===== config.mk =====
export PLATFORM = sky130hd
export DESIGN_NAME = synth_cfg_loader
export DESIGN_NICKNAME = d
export VERILOG_FILES = /design/src/rtl/cfg_loader_pkg.sv /design/src/rtl/cfg_sync.sv /design/src/rtl/cfg_edge.sv /design/src/rtl/cfg_shift.sv /design/src/rtl/cfg_test_mux.sv /design/src/rtl/synth_cfg_loader.sv
export SDC_FILE = /design/constraint.sdc
export NUM_CORES = 1
export LEC_CHECK = 0
export ABC_CLOCK_PERIOD_IN_PS = 1330
export BUFFER_PORTS_ARGS = -buffer_cell sky130_fd_sc_hd__clkbuf_2
export CORE_MARGIN = 2
export CORE_UTILIZATION = 40
export CTS_CLUSTER_DIAMETER = 60
export CTS_CLUSTER_SIZE = 24
export DETAILED_ROUTE_END_ITERATION = 8
export GPL_TIMING_DRIVEN = 0
export RECOVER_POWER = 50
export SLEW_MARGIN = 10
export SYNTH_ARGS = -nofsm -noshare
export SYNTH_HDL_FRONTEND = slang
export SYNTH_SLANG_ARGS = --single-unit

===== constraint.sdc =====
create_clock -name clk -period 1.33 [get_ports clk]
set_input_delay 0.133 -clock clk [delete_from_list [all_inputs] [get_ports clk]]
set_output_delay 0.133 -clock clk [all_outputs]
set_load 0.02 [all_outputs]

===== src/rtl/cfg_loader_pkg.sv =====
package cfg_loader_pkg;
  // width of the test-select code; the monitor mux decodes exactly four sources
  localparam int TSEL_W = 2;

  typedef enum logic [TSEL_W-1:0] {
    TSEL_LOW  = 2'b00,
    TSEL_ECHO = 2'b01,
    TSEL_MFB  = 2'b10,
    TSEL_FOUT = 2'b11
  } tsel_e;
endpackage


===== src/rtl/cfg_sync.sv =====
module cfg_sync #(
  parameter int             W       = 1,
  parameter int             STAGES  = 2,
  parameter logic [W-1:0]   RST_VAL = '0
) (
  input  logic         clk,
  input  logic         rst,
  input  logic [W-1:0] d,
  output logic [W-1:0] q
);
  logic [W-1:0] stg [STAGES];

  for (genvar i = 0; i < STAGES; i++) begin : g_stage
    if (i == 0) begin : g_first
      always_ff @(posedge clk) begin
        if (rst) stg[0] <= RST_VAL;
        else     stg[0] <= d;
      end
    end else begin : g_next
      always_ff @(posedge clk) begin
        if (rst) stg[i] <= RST_VAL;
        else     stg[i] <= stg[i-1];
      end
    end
  end

  assign q = stg[STAGES-1];
endmodule


===== src/rtl/cfg_edge.sv =====
module cfg_edge #(
  parameter int           W       = 1,
  parameter logic [W-1:0] RST_VAL = '0
) (
  input  logic         clk,
  input  logic         rst,
  input  logic [W-1:0] d,
  output logic [W-1:0] rise
);
  logic [W-1:0] prev_q;

  always_ff @(posedge clk) begin
    if (rst) prev_q <= RST_VAL;
    else     prev_q <= d;
  end

  assign rise = d & ~prev_q;
endmodule


===== src/rtl/cfg_shift.sv =====
module cfg_shift #(
  parameter int M_W    = 9,
  parameter int N_W    = 2,
  parameter int T_W    = 2,
  parameter int NULL_W = 1
) (
  input  logic           clk,
  input  logic           rst,
  input  logic           shift_en,
  input  logic           din,
  output logic [M_W-1:0] m_nx,
  output logic [N_W-1:0] n_nx,
  output logic [T_W-1:0] t_nx
);
  localparam int FRAME_W = T_W + NULL_W + N_W + M_W;

  logic [FRAME_W-1:0] sr_q;
  logic [FRAME_W-1:0] sr_d;

  // first bit sent ends up at the top of the register
  assign sr_d = shift_en ? {sr_q[FRAME_W-2:0], din} : sr_q;

  always_ff @(posedge clk) begin
    if (rst) sr_q <= '0;
    else     sr_q <= sr_d;
  end

  assign m_nx = sr_d[M_W-1:0];
  assign n_nx = sr_d[M_W +: N_W];
  assign t_nx = sr_d[FRAME_W-1 -: T_W];
endmodule


===== src/rtl/cfg_test_mux.sv =====
module cfg_test_mux
  import cfg_loader_pkg::*;
(
  input  logic              clk,
  input  logic              rst,
  input  logic              par_mode,
  input  logic [TSEL_W-1:0] tsel,
  input  logic              div_clr,
  input  logic              echo,
  input  logic              mfb,
  input  logic              fout,
  output logic              test_q
);
  always_ff @(posedge clk) begin
    if (rst || par_mode) begin
      test_q <= 1'b0;
    end else begin
      case (tsel_e'(tsel))
        TSEL_ECHO: test_q <= echo;
        TSEL_MFB:  test_q <= mfb & ~div_clr;
        TSEL_FOUT: test_q <= fout & ~div_clr;
        default:   test_q <= 1'b0;
      endcase
    end
  end
endmodule


===== src/rtl/synth_cfg_loader.sv =====
module synth_cfg_loader
  import cfg_loader_pkg::*;
#(
  parameter int M_W         = 9,
  parameter int N_W         = 2,
  parameter int NULL_W      = 1,
  parameter int SYNC_STAGES = 2,
  parameter int M_MIN       = 10,
  parameter int M_MAX       = 28
) (
  input  logic              clk,
  input  logic              rst,
  input  logic              mrst_i,
  input  logic              pload_n_i,
  input  logic [M_W-1:0]    par_m_i,
  input  logic [N_W-1:0]    par_n_i,
  input  logic              sclk_i,
  input  logic              sdata_i,
  input  logic              sload_i,
  input  logic              mdiv_fb_i,
  input  logic              fout_i,
  output logic [M_W-1:0]    m_o,
  output logic [N_W-1:0]    n_o,
  output logic [TSEL_W-1:0] t_o,
  output logic              test_o,
  output logic              m_out_of_range_o
);
  localparam int IN_W = M_W + N_W + 7;
  localparam logic [IN_W-1:0] SYNC_RST = {1'b1, {(IN_W-1){1'b0}}};
  localparam logic [M_W-1:0]  M_LO = M_W'(M_MIN);
  localparam logic [M_W-1:0]  M_HI = M_W'(M_MAX);

  logic [IN_W-1:0] raw, syn;
  logic            s_pl, s_sclk, s_sd, s_sl, s_md, s_fo, s_mr;
  logic [M_W-1:0]  s_m;
  logic [N_W-1:0]  s_n;
  logic [2:0]      rise;
  logic            pl_rise, sclk_rise, sl_rise;
  logic [M_W-1:0]  m_nx;
  logic [N_W-1:0]  n_nx;
  logic [TSEL_W-1:0] t_nx;
  logic            par_upd, ser_upd;
  logic [M_W-1:0]  m_q;
  logic [N_W-1:0]  n_q;
  logic [TSEL_W-1:0] t_q;

  assign raw = {pload_n_i, par_m_i, par_n_i, sclk_i, sdata_i, sload_i,
                mdiv_fb_i, fout_i, mrst_i};

  cfg_sync #(.W(IN_W), .STAGES(SYNC_STAGES), .RST_VAL(SYNC_RST)) u_sync (
    .clk(clk), .rst(rst), .d(raw), .q(syn)
  );

  assign s_pl   = syn[IN_W-1];
  assign s_m    = syn[IN_W-2 -: M_W];
  assign s_n    = syn[6 +: N_W];
  assign s_sclk = syn[5];
  assign s_sd   = syn[4];
  assign s_sl   = syn[3];
  assign s_md   = syn[2];
  assign s_fo   = syn[1];
  assign s_mr   = syn[0];

  cfg_edge #(.W(3), .RST_VAL(3'b100)) u_edge (
    .clk(clk), .rst(rst), .d({s_pl, s_sclk, s_sl}), .rise(rise)
  );

  assign pl_rise   = rise[2];
  assign sclk_rise = rise[1];
  assign sl_rise   = rise[0];

  cfg_shift #(.M_W(M_W), .N_W(N_W), .T_W(TSEL_W), .NULL_W(NULL_W)) u_shift (
    .clk(clk), .rst(rst), .shift_en(s_pl & sclk_rise), .din(s_sd),
    .m_nx(m_nx), .n_nx(n_nx), .t_nx(t_nx)
  );

  // parallel pins win over serial activity in the cycle the strobe rises
  assign par_upd = ~s_pl | pl_rise;
  assign ser_upd = s_pl & ~pl_rise & (sl_rise | (s_sl & sclk_rise));

  always_ff @(posedge clk) begin
    if (rst) begin
      m_q <= '0;
      n_q <= '0;
      t_q <= '0;
    end else if (par_upd) begin
      m_q <= s_m;
      n_q <= s_n;
    end else if (ser_upd) begin
      m_q <= m_nx;
      n_q <= n_nx;
      t_q <= t_nx;
    end
  end

  cfg_test_mux u_tmux (
    .clk(clk), .rst(rst), .par_mode(~s_pl), .tsel(t_q), .div_clr(s_mr),
    .echo(s_sd), .mfb(s_md), .fout(s_fo), .test_q(test_o)
  );

  assign m_o = m_q;
  assign n_o = n_q;
  assign t_o = t_q;
  assign m_out_of_range_o = (m_q < M_LO) || (m_q > M_HI);
endmodule


==> results.toml <==
[synthesis]
yosys.cell_types.count = 27
syn_avg_cell_area_um2 = 11.40
synth_area_leaders = "dfxtp_1 (58%), nor2b_1 (10%), a211oi_2 (7.6%)"
synthCells = 203
yosysWarnings = 0
syn_nets = 223
async_flop_share = 0
ys_seq_area_frac = 0.5798
synth_area_mm2 = 0.002313
synth.largest_area_cell = "dfxtp_1"
synth.most_common_cell = "dfxtp_1"
ys_seq_elements = 67
ys.flop_type = "dfxtp_1"
synth_edf_count = 0
synth_common_cells = "dfxtp_1 (67), nor2b_1 (38), nor2_1 (16)"
yosysTopAreaCellShare = 0.5798

[floorplanning]
rows = 27
io-pin-count = 35
start_util = 0.4176
dieArea_mm2 = 0.006408
die_h_um = 80.05
die_x_um = 80.05
core_area_mm2 = 0.005540

[timing]
max_freq_mhz = 717.4
slew_headroom = 0.6086
rsz0062_at_grt = "yes"
tightest_slew_ns = 0.5871
slew_violations = 0
finalHoldViolCount = 0
setup_violations = 6
worst_slack_ns = -0.06397
period_needed_ns = 1.394
skew_ns = 0.008071
finalCritPeriodShare = 1.048

[worst_hold_path]
hold_depth = 2
hold_path.class = "input port to flip-flop"
min_from = "par_m_i[3]"
min_to = "u_sync.stg[0][11]"

[grt]
grt_pass1_vias = 1490
track_usage = 0.1507
grt_start_max_net_pins = 13
grt_pass1_wl_um = 7155
overflow = 0
antenna_found_initial = 0

[drt]
antenna_left = 0
finalWirelength_um = 4379
vias_per_cell = 4.579
wl_per_cell_um = 12.88
via_count = 1557
drc = 0
drtIter0Drc = 62
firstDrtPassIters = 4

[power]
seq_power_share = 0.500
irDropWorstVdd_mv = 0.6706
power_mw = 4.252
p_comb_frac = 0.077
swShare = 0.2240
pwr-share-clk = 0.423
p_int_mw = 3.299
power_density_mw_per_mm2 = 1409
leakagePower_nw = 1.283
p_sw_mw = 0.9524

[placement]
port_buffers = 33
dp_cells = 308
routabilityCongestion = 0.7502
dpl-instance-area_mm2 = 0.002569
pre_cts_slack_ns = -0.02849
post-dp-hpwl_um = 2948

[critical_path]
critPathKind = "flip-flop to output pin"
slowest_delay_ns = 0.34
endpoint_kind = "output pin"
r2r_cells = 5
cp_num_cells = 3
critPathTopFamily = "flip-flops"
crit_buf_inv = 1
worstPathArrival_ns = 1.26
cp-start-kind = "flip-flop"
r2r-end = "m_o[7]"
crit_fanout = 2
cp_slowest_cell = "dfxtp_2"
worstReg2RegStart = "u_sync.stg[1][5]"
reg2reg_slack_ns = -0.01
cp.required_ns = 1.20
crit_chain = "nor4_4 > o211ai_1 > buf_4"

[run]
cap_violations = 0

[finish]
final_util = 0.5447
area.growth.synth_to_final_pct = 30.45
fill_cells = 506
layout-drive-gt1-share = 0.3209
final_cell_area_mm2 = 0.003018
insertedDiodeCount = 0
stdcell_count = 340
fin_nets = 283

[cts]
path_clk_slew_ns = 0.07
cts_root_buf = "clkbuf_8"
clkSinkCount = 67
cts.htree.levels = 3
cts_buffer_depth = 2
cts_buffers = 9
tritoncts = "yes"
insertion_delay_ns = 0.34

[run_status]
outcome = "finished, violations left"
violations = "setup timing"
[sequential cells by signal, summed over array words and instances, names as in the netlist]
signal,cells
u_sync.stg,36
u_shift.sr_q,14
m_o,9
u_edge.prev_q,3
n_o,2
t_o,2
u_tmux.test_q,1
[repair_timing]
action,4_1_cts,5_1_grt
pin swaps,7,2
resized for setup,6,13
endpoints found under the hold margin,15,0
setup endpoints to repair,11,13
setup buffers,1,0
hold buffers,15,0
[per-layer routing]
metal / track usage / wire length (um) / part of all wire / up-vias
met1: 0.1969 / 2065 / 0.47 / 698
met3: 0.03820 / 171 / 0.039 / 10
met2: 0.2225 / 2032 / 0.46 / 39
li1: - / - / - / 810
met4: 0.09153 / 110 / 0.025 / 0
met5: 0 / 0 / 0 / -
[cells in the final DEF (no fill, tap or decap)]
master	synthesis	routed
o2111a_4	1	1
clkbuf_8	0	9
o21a_1	1	1
o2111ai_1	1	1
o21ai_0	1	1
a211oi_4	0	3
nor4b_1	1	1
nor4_4	0	1
o211ai_1	1	1
a21oi_1	2	2
nor2b_4	1	1
bufinv_16	0	2
or2_2	3	3
a211oi_2	14	13
buf_4	0	2
a31oi_1	2	2
buf_2	3	2
mux2_2	2	2
mux2i_2	0	2
inv_1	2	2
clkbuf_1	7	7
buf_8	2	1
buf_6	1	1
nand2_1	6	6
nor2_1	16	16
nor2b_1	38	38
clkinv_2	0	3
nand4_1	2	2
nand3b_4	0	1
and3_1	9	9
dlygate4sd3_1	0	15
dfxtp_1	67	64
mux2i_1	12	10
clkbuf_2	0	33
a211oi_1	6	4
clkinv_4	0	2
dfxtp_2	0	3
buf_12	0	1
[logic make-up after synthesis]
kind of cell,synth area share
compound gates,0.1260
buf+inv,0.03894
flops,0.5798
mux,0.06166
simple gates,0.1936
[worst max-delay path by stage]
| stage | startpoint | endpoint | slack [ns] |
|---|---|---|---|
| floorplan | u_sync.stg[1][5] | m_o[3] | 0.07 |
| global placement | u_sync.stg[1][17] | m_o[3] | -0.02 |
| detailed placement | u_sync.stg[1][17] | m_o[3] | -0.03 |
| CTS | m_o[7] | m_out_of_range_o | -0.10 |
| global route | m_o[7] | m_out_of_range_o | -0.11 |
| finish | m_o[7] | m_out_of_range_o | -0.06 |
[per-stage QoR]
stage                     TNS [ns]  hold WS [ns]
after floorplan                  0        0.2368
after detailed placement   -0.1206        0.3197
after CTS                  -0.1038      0.001663
after global routing       -0.5287       0.03400
after global placement    -0.09830        0.3173
final                     -0.08904      0.008874
[area by class of cell]
class	count	area (um^2)	area share
Sequential cell	67	1345	0.4457
Timing Repair Buffer	49	325.3	0.1078
Clock buffer	9	123.9	0.04104
Inverter	2	7.507	0.002488
Multi-Input combinational cell	121	945.9	0.3134
Clock inverter	7	92.59	0.03068
Tap cell	72	90.09	0.02985
Buffer	13	87.58	0.02902
[power groups by stage]
stage	Sequential, mW	Combinational [mW]	Clock, mW
after floorplan	2.17	0.170	0
after global placement	2.16	0.269	0
after detailed placement	2.16	0.271	0
after CTS	2.12	0.315	1.84
after global routing	2.13	0.360	1.91
final	2.12	0.329	1.80
No activity file was read; power rests on OpenSTA's default activity.
